[src/rtl/sai_rx_pkg.sv]
package sai_rx_pkg;

  typedef enum logic [1:0] {
    FMT_I2S = 2'd0,
    FMT_LJ  = 2'd1,
    FMT_RJ  = 2'd2,
    FMT_RSV = 2'd3
  } fmt_e;

  localparam int unsigned MAX_WORD = 24;

  function automatic logic [4:0] word_bits(input logic [1:0] code);
    case (code)
      2'd0:    word_bits = 5'd16;
      2'd1:    word_bits = 5'd20;
      default: word_bits = 5'd24;
    endcase
  endfunction

endpackage

[src/rtl/sai_rx_sync.sv]
module sai_rx_sync #(
  parameter int STAGES = 2
) (
  input  logic clk_i,
  input  logic rst_ni,
  input  logic sck_i,
  input  logic ws_i,
  input  logic sd_i,
  output logic stb_o,
  output logic ws_o,
  output logic ws_prev_o,
  output logic sd_o,
  output logic first_o
);

  logic [STAGES-1:0][2:0] pipe_q;
  logic                   sck_d_q;
  logic                   seen_q;
  logic                   rise;

  always_ff @(posedge clk_i or negedge rst_ni) begin
    if (!rst_ni) pipe_q[0] <= '0;
    else         pipe_q[0] <= {sck_i, ws_i, sd_i};
  end

  for (genvar g = 1; g < STAGES; g++) begin : g_stage
    always_ff @(posedge clk_i or negedge rst_ni) begin
      if (!rst_ni) pipe_q[g] <= '0;
      else         pipe_q[g] <= pipe_q[g-1];
    end
  end

  assign rise = pipe_q[STAGES-1][2] & ~sck_d_q;

  always_ff @(posedge clk_i or negedge rst_ni) begin
    if (!rst_ni) begin
      sck_d_q   <= 1'b0;
      stb_o     <= 1'b0;
      ws_o      <= 1'b0;
      ws_prev_o <= 1'b0;
      sd_o      <= 1'b0;
      first_o   <= 1'b1;
      seen_q    <= 1'b0;
    end else begin
      sck_d_q <= pipe_q[STAGES-1][2];
      stb_o   <= rise;
      if (rise) begin
        ws_prev_o <= ws_o;
        ws_o      <= pipe_q[STAGES-1][1];
        sd_o      <= pipe_q[STAGES-1][0];
        first_o   <= ~seen_q;
        seen_q    <= 1'b1;
      end
    end
  end

endmodule

[src/rtl/sai_rx_deser.sv]
module sai_rx_deser
  import sai_rx_pkg::*;
#(
  parameter int DATA_W = 24
) (
  input  logic              clk_i,
  input  logic              rst_ni,
  input  logic              stb_i,
  input  logic              ws_i,
  input  logic              ws_prev_i,
  input  logic              sd_i,
  input  logic              first_i,
  input  logic [1:0]        fmt_i,
  input  logic [1:0]        wlen_i,
  output logic [DATA_W-1:0] left_o,
  output logic [DATA_W-1:0] right_o,
  output logic              valid_o
);

  localparam int CNT_W = $clog2(DATA_W + 1);

  fmt_e              fmt;
  logic              is_i2s, is_rj;
  logic [4:0]        wb;
  logic              eff_ok, cur_eff, edge_hit, full, ch_left;
  logic [DATA_W-1:0] mask, aligned;

  logic              have_eff_q, eff_q, primed_q, left_ok_q;
  logic [DATA_W-1:0] shreg_q, left_hold_q;
  logic [CNT_W-1:0]  cnt_q;

  always_comb begin
    fmt      = fmt_e'(fmt_i);
    is_i2s   = (fmt == FMT_I2S);
    is_rj    = (fmt == FMT_RJ);
    wb       = word_bits(wlen_i);
    // I2S: word boundary trails the frame clock by one bit
    eff_ok   = !(is_i2s && first_i);
    cur_eff  = is_i2s ? ws_prev_i : ws_i;
    edge_hit = stb_i && eff_ok && have_eff_q && (cur_eff != eff_q);
    full     = int'(cnt_q) >= int'(wb);
    ch_left  = is_i2s ? ~eff_q : eff_q;
    mask     = {DATA_W{1'b1}} >> (DATA_W - int'(wb));
    aligned  = (shreg_q & mask) << (DATA_W - int'(wb));
  end

  always_ff @(posedge clk_i or negedge rst_ni) begin
    if (!rst_ni) begin
      have_eff_q  <= 1'b0;
      eff_q       <= 1'b0;
      primed_q    <= 1'b0;
      left_ok_q   <= 1'b0;
      shreg_q     <= '0;
      left_hold_q <= '0;
      cnt_q       <= '0;
      left_o      <= '0;
      right_o     <= '0;
      valid_o     <= 1'b0;
    end else begin
      valid_o <= 1'b0;
      if (stb_i && eff_ok) begin
        have_eff_q <= 1'b1;
        eff_q      <= cur_eff;
      end
      if (edge_hit) begin
        if (primed_q && full) begin
          if (ch_left) begin
            left_hold_q <= aligned;
            left_ok_q   <= 1'b1;
          end else if (left_ok_q) begin
            left_o    <= left_hold_q;
            right_o   <= aligned;
            valid_o   <= 1'b1;
            left_ok_q <= 1'b0;
          end
        end else begin
          left_ok_q <= 1'b0;
        end
        primed_q <= 1'b1;
        shreg_q  <= {shreg_q[DATA_W-2:0], sd_i};
        cnt_q    <= CNT_W'(1);
      end else if (stb_i) begin
        // right-justified keeps shifting so the last bits win
        if (is_rj || !full) shreg_q <= {shreg_q[DATA_W-2:0], sd_i};
        if (cnt_q != '1) cnt_q <= cnt_q + 1'b1;
      end
    end
  end

endmodule

[src/rtl/sai_rx_frame_mon.sv]
module sai_rx_frame_mon #(
  parameter int FLEN_W = 8
) (
  input  logic clk_i,
  input  logic rst_ni,
  input  logic stb_i,
  input  logic ws_i,
  input  logic ws_prev_i,
  input  logic first_i,
  input  logic clr_i,
  output logic err_o
);

  logic [FLEN_W-1:0] cnt_q, ref_q;
  logic              armed_q, have_ref_q;
  logic              frame_rise, mismatch;

  assign frame_rise = stb_i && !first_i && ws_i && !ws_prev_i;
  assign mismatch   = frame_rise && armed_q && have_ref_q && (cnt_q != ref_q);

  always_ff @(posedge clk_i or negedge rst_ni) begin
    if (!rst_ni) begin
      cnt_q      <= '0;
      ref_q      <= '0;
      armed_q    <= 1'b0;
      have_ref_q <= 1'b0;
    end else if (frame_rise) begin
      if (armed_q) begin
        ref_q      <= cnt_q;
        have_ref_q <= 1'b1;
      end
      armed_q <= 1'b1;
      cnt_q   <= FLEN_W'(1);
    end else if (stb_i && armed_q && cnt_q != '1) begin
      cnt_q <= cnt_q + 1'b1;
    end
  end

  always_ff @(posedge clk_i or negedge rst_ni) begin
    if (!rst_ni)       err_o <= 1'b0;
    else if (mismatch) err_o <= 1'b1;
    else if (clr_i)    err_o <= 1'b0;
  end

endmodule

[src/rtl/sai_rx.sv]
module sai_rx #(
  parameter int DATA_W      = 24,
  parameter int SYNC_STAGES = 2,
  parameter int FLEN_W      = 8
) (
  input  logic              clk_i,
  input  logic              rst_ni,
  input  logic              sck_i,
  input  logic              ws_i,
  input  logic              sd_i,
  input  logic [1:0]        fmt_i,
  input  logic [1:0]        wlen_i,
  input  logic              err_clr_i,
  output logic [DATA_W-1:0] left_o,
  output logic [DATA_W-1:0] right_o,
  output logic              valid_o,
  output logic              err_o
);

  logic stb, ws_s, ws_prev_s, sd_s, first_s;

  sai_rx_sync #(.STAGES(SYNC_STAGES)) u_sync (
    .clk_i     (clk_i),
    .rst_ni    (rst_ni),
    .sck_i     (sck_i),
    .ws_i      (ws_i),
    .sd_i      (sd_i),
    .stb_o     (stb),
    .ws_o      (ws_s),
    .ws_prev_o (ws_prev_s),
    .sd_o      (sd_s),
    .first_o   (first_s)
  );

  sai_rx_deser #(.DATA_W(DATA_W)) u_deser (
    .clk_i     (clk_i),
    .rst_ni    (rst_ni),
    .stb_i     (stb),
    .ws_i      (ws_s),
    .ws_prev_i (ws_prev_s),
    .sd_i      (sd_s),
    .first_i   (first_s),
    .fmt_i     (fmt_i),
    .wlen_i    (wlen_i),
    .left_o    (left_o),
    .right_o   (right_o),
    .valid_o   (valid_o)
  );

  sai_rx_frame_mon #(.FLEN_W(FLEN_W)) u_mon (
    .clk_i     (clk_i),
    .rst_ni    (rst_ni),
    .stb_i     (stb),
    .ws_i      (ws_s),
    .ws_prev_i (ws_prev_s),
    .first_i   (first_s),
    .clr_i     (err_clr_i),
    .err_o     (err_o)
  );

endmodule

[config.mk]
export PLATFORM = sky130hd
export DESIGN_NAME = sai_rx
export DESIGN_NICKNAME = d
export VERILOG_FILES = /design/src/rtl/sai_rx_pkg.sv /design/src/rtl/sai_rx_sync.sv /design/src/rtl/sai_rx_deser.sv /design/src/rtl/sai_rx_frame_mon.sv /design/src/rtl/sai_rx.sv
export SDC_FILE = /design/constraint.sdc
export NUM_CORES = 1
export LEC_CHECK = 0
export BUFFER_PORTS_ARGS = -buffer_cell sky130_fd_sc_hd__buf_2
export CAP_MARGIN = 20
export CORE_ASPECT_RATIO = 0.5
export CORE_UTILIZATION = 54
export CTS_BUF_LIST = sky130_fd_sc_hd__clkbuf_16
export DETAILED_ROUTE_END_ITERATION = 8
export GPL_TIMING_DRIVEN = 0
export PLACE_DENSITY = 0.74
export SYNTH_ARGS = -nofsm -noshare
export SYNTH_HDL_FRONTEND = slang
export SYNTH_SLANG_ARGS = --single-unit
[constraint.sdc]
create_clock -name clk_i -period 4.43 [get_ports clk_i]
set_input_delay 0.6645 -clock clk_i [delete_from_list [all_inputs] [get_ports clk_i]]
set_output_delay 0.6645 -clock clk_i [all_outputs]
set_load 0.02 [all_outputs]
# ---- Word level (Yosys, flattened, before mapping)
# Cells that the tools add are included.
dict set report totals {
  ff_bits 138
  output_inout_bits 50
  input_bits 10
}
dict set report classes {
  magnitude_cmp 1
  n_bitwise 6
  n_reduce_logical 30
  n_addsub 3
  shift 2
  n_mux 19
  n_eq_ne 6
}
# cell count
set op_table {}
lappend op_table {{2-to-1 mux 24 bit} 3}
lappend op_table {{<< shifter 24 x 32 -> 24 bit} 1}
lappend op_table {{right shift 24 x 32 -> 24 bit, first input constant} 1}
lappend op_table {{bitwise AND 24 bit} 1}
lappend op_table {{2-to-1 mux 8 bit} 2}
lappend op_table {{2-to-1 mux 5 bit} 3}
lappend op_table {{logical AND 1 bit} 13}
lappend op_table {{2-to-1 mux 1 bit} 10}
lappend op_table {{nonzero test 2 bit} 5}
lappend op_table {{adder 8 x 1 -> 8 bit, second input constant} 1}
lappend op_table {{!= test 8 bit} 1}
lappend op_table {{!= test 8 bit, second input constant} 1}
lappend op_table {{case mux 4 bit (2 select lines)} 1}
lappend op_table {{AND reduction 2 bit} 3}
lappend op_table {{subtractor 5 x 5 -> 6 bit, first input constant} 1}
lappend op_table {{adder 5 x 1 -> 5 bit, second input constant} 1}
lappend op_table {{greater-or-equal comparator 5 bit} 1}
lappend op_table {{!= test 5 bit, second input constant} 1}
lappend op_table {{logical NOT 1 bit} 4}
lappend op_table {{logical NOT 2 bit} 2}
lappend op_table {{NOT 1 bit} 4}
lappend op_table {{AND reduction 4 bit} 1}
lappend op_table {{AND reduction 3 bit} 1}
lappend op_table {{equality test 2 x 1 -> 1 bit, second input constant} 1}
lappend op_table {{4 further kinds} 4}

# ---- Depth between registers and ports, before layout
dict set report depth {
  depth_word 8
  mapped_depth 9
}

# ---- Hierarchy
# Synthesis repeated with hierarchy kept, for this count alone.
dict set report hier_totals {
  hier_cells 539
  area_unflattened_um2 6482.5
}
# module seq_area_each_um2 instances cells_per_inst area_each_um2
set modules_own_cells {}
lappend modules_own_cells {sai_rx_deser 2652.5 1 430 5056.1}
lappend modules_own_cells {sai_rx_frame_mon 475.5 1 88 1019.7}
lappend modules_own_cells {sai_rx_sync 326.6 1 21 406.6}

# ---- Least setup slack after synthesis
# OpenSTA, ideal clock, no wires.
dict set report synth_timing {
  path_type {input to register}
  start {in wlen_i[0]}
  end {reg u_deser.left_o[10]}
  arrival_ns 2.810
  setup_time_ns 0.128
  path_buffers 3
  slack_ns 1.492
  cell_stages 9
  path_cell_list {clkbuf_1 nor2b_1 ha_1 a21boi_0 a21oi_1 o2111ai_1 buf_2 buf_6 mux2_1}
}
dict set report synth_between {
  elab_chain_cells 5
}
# item line
set synth_rtl {}
lappend synth_rtl {{from (decl)} sai_rx.sv:12} ;# input logic [1:0] wlen_i,
lappend synth_rtl {{equality test 2 x 1 -> 1 bit or logical NOT 2 bit (tied branches)} sai_rx_pkg.sv:13} ;# case (code)
lappend synth_rtl {{case mux 4 bit (2 select lines) *} sai_rx_pkg.sv:13}
lappend synth_rtl {{greater-or-equal comparator 5 bit *} sai_rx_deser.sv:41} ;# full = int'(cnt_q) >= int'(wb);
lappend synth_rtl {{logical AND 1 bit *} sai_rx_deser.sv:66} ;# if (primed_q && full) begin
lappend synth_rtl {{AND reduction 4 bit (no source line) *} -}
lappend synth_rtl {{to (signal assigned)} sai_rx_deser.sv:71} ;# left_o <= left_hold_q;
lappend synth_rtl {{to (decl)} sai_rx_deser.sv:15} ;# output logic [DATA_W-1:0] left_o,
# Every way passes the cells marked *; elsewhere a longest branch is shown, timed or not.
# A chain may end at the register's enable or synchronous reset.

# ---- Worst setup path after layout
# Ends and elaborated chain as after synthesis.

==> results.toml <==
[logic_synthesis]
synth-adder-area-share = 0.0116
synth_compound_area_frac = 0.141
synth_edf_count = 0
synth_fp_nets = 550
yosys_register_bits = 138
synthXorXnorAreaFrac = 0.0189
yosysMostFrequentCell = "dfrtp_1"
yosys-top-cells-area = "dfrtp_1, mux2_2, o211ai_2, o21ai_0, o211ai_1"
postSynthAreaPerCell_sq_um = 12.1
yosys.area_share.simple = 0.0859
synth.largest_area_cell = "dfrtp_1"
synth_warnings = 0
synth_ff_type = "dfrtp_1"
synth_top_family_by_area = "multiplexers"
muxShareOfSynthArea = 0.170
netlist_instances = 534
synth_cell_types = 47
seq_area_frac_synth = 0.533
synth_top_area_share = 0.529
netlist_area_sq_um = 6480
ys_async_sr_fraction = 1.00
synth_common_cells = "dfrtp_1, mux2_2, o21ai_0"

[timing]
setup_viol = 0
fin_tns_setup_ps = 0
slew_violations = 0
post-route-min-period_ps = 3110
finalHoldViolCount = 0
relSlewSlack = 0.562
tightest_slew_ps = 651
timing.hold.ws_ps = 232
clock-skew-final_ps = 8.27
rsz0062_at_grt = "no"
fin_crit_sh = 0.701
timing.fmax_ghz = 0.322

[clock_tree]
cts_buffer_depth = 2
clk_pin_slew_ps = 60
cts.sinks = 138
cts_tree = "yes"
htree_num_levels = 4
numCtsBuffers = 17
ctsHoldBuffers = 0
clk_latency_ps = 410
post_cts_buffers = 0
cts_resized = 0
root_buffer = "clkbuf_16"

[setup_path]
critical_path.slowest_cell = "nor2b_1"
rr_startpoint = "u_deser.cnt_q[2]$_DFFE_PN0P_"
path_delay_family = "buffers and inverters"
worst-path-buf-inv = 3
crit_fanout = 10
cp.arrival_ps = 3400
crit_path_end_kind = "flip-flop"
path_cells = "clkbuf_1, nor2b_1, ha_1, a21boi_0, a21oi_1, o2111ai_1, buf_2, buf_6, mux2_1"
rr_worst_depth = 8
crit_type = "in2reg"
critical-path-max-stage-delay_ps = 400
r2r_end = "u_deser.left_o[10]$_DFFE_PN0P_"
regToRegSetupSlack_ps = 1940
critPathLaunchType = "input pin"
required_ps = 4720

[route]
viasPerCell = 5.85
drt-total-wl_um = 13800
drc = 0
drtIter0Drc = 307
ant_nets = 0
vias = 4590
wl_per_cell_um = 17.6
first_pass_iters = 5

[floorplanning]
core_sq_um = 11400
ioPinCount = 60
die_h_um = 79.5
std_cell_rows = 27
start_util = 0.571
die_w_um = 157
dieArea_sq_um = 12500

[finish]
fin_area_sq_um = 7610
layout.nets = 628
syn_to_final_growth_pct = 17.3
drive_gt1_frac = 0.330
fin_cells = 784
diodes = 0

[placement]
post_dp_cell_area_sq_um = 7010
port_buffers = 58
gp_congestion = 0.838
place_hpwl_um = 9380
placed_cells = 752

[grt]
grt_max_degree = 74
antenna_found_initial = 0
overflow = 0
grt_pass1_vias = 4486
grtUsageTotal = 0.244
grt_pass1_wl_um = 23200

[run_status]
status = "finished clean"

[power_and_ir_drop]
power_density_nw_per_um2 = 487
ir_drop_v = 0.000262
leakage_nw = 3.72

[worst_hold_path]
hp-class = "in2async"

[flow_run]
maxCapViolCount = 0
[metrics by stage]
stage / setup slack, ps / util / total power (W)
2_1_floorplan: 1490 / - / 0.00205
3_3_place_gp: 805 / 0.614 / 0.00225
3_5_place_dp: 907 / 0.617 / 0.00227
4_1_cts: 1330 / 0.670 / 0.00372
5_1_grt: 1140 / 0.670 / 0.00388
6_report: 1320 / 0.670 / 0.00371
[cells in the final DEF (no fill, tap or decap), types with 2 or more instances in the layout]
cell type / count
o2111ai_1: 3
nand4_1: 28
and3_1: 2
o21ai_0: 47
o211ai_1: 27
a22o_1: 5
nand3_1: 3
mux2_2: 74
ha_1: 6
xor2_1: 5
xnor2_1: 9
dfrtp_1: 137
buf_6: 8
buf_2: 63
inv_1: 10
clkinv_2: 2
clkbuf_1: 28
mux2i_1: 17
nor2_1: 8
nor2b_1: 3
nand2_1: 34
or3_1: 2
clkinvlp_4: 2
clkinv_1: 2
nand2b_1: 8
and2_1: 4
bufinv_16: 3
and4_1: 2
o211ai_2: 24
a21oi_1: 6
mux2_1: 9
clkbuf_16: 17
clkinv_4: 5
[final cells by class]
class	count	area, sq um
multi-input cells	344	2770
inverters	10	37.5
clock buffers	17	425
well taps	159	199
repair buffers	59	324
plain buffers	42	219
clock inverters	15	175
fillers	855	3740
flip-flops and latches	138	3450
[registers in the layout, indices dropped and copies added, names as in the netlist, 5 cells and up]
signal               count
u_deser.left_o          24
u_deser.right_o         24
u_deser.cnt_q            5
u_sync.pipe_q            6
u_deser.left_hold_q     24
u_mon.ref_q              8
u_mon.cnt_q              8
u_deser.shreg_q         24
[worst max-delay path by stage]
stage / from / to / depth (start not counted)
final: wlen_i[0] / u_deser.left_o[10]$_DFFE_PN0P_ / 9
after global routing: wlen_i[0] / u_deser.left_o[10]$_DFFE_PN0P_ / 9
after CTS: wlen_i[0] / u_deser.left_o[10]$_DFFE_PN0P_ / 9
after detailed placement: wlen_i[0] / u_deser.left_o[10]$_DFFE_PN0P_ / 9
after global placement: rst_ni / u_deser.right_o[15]$_DFFE_PN0P_ / 1
after floorplan: wlen_i[0] / u_deser.left_o[10]$_DFFE_PN0P_ / 9
[where the power goes]
group / total (W) / internal, W / switching [W] / leakage [nW]
logic: 0.000641 / 0.000275 / 0.000367 / 1.59
registers: 0.00163 / 0.00141 / 0.000216 / 1.84
clock network: 0.00143 / 0.000884 / 0.000550 / 0.288
total: 0.00371 / 0.00257 / 0.00113 / 3.72
[cell families after synthesis]
family / count (synthesis)
xor+xnor: 14
compound gates: 121
mux: 100
flops: 138
buf+inv: 52
simple gates: 103
fa+ha+maj: 6
[routing by layer]
| layer | up-vias | global-route usage | wire length [um] |
|---|---|---|---|
| li1 | 2118 | - | - |
| met1 | 2316 | 0.347 | 6610 |
| met2 | 143 | 0.365 | 6160 |
| met3 | 13 | 0.0679 | 949 |
| met4 | 0 | 0.0706 | 109 |
| met5 | - | 0 | 0 |
(Power assumes the default switching activity.)
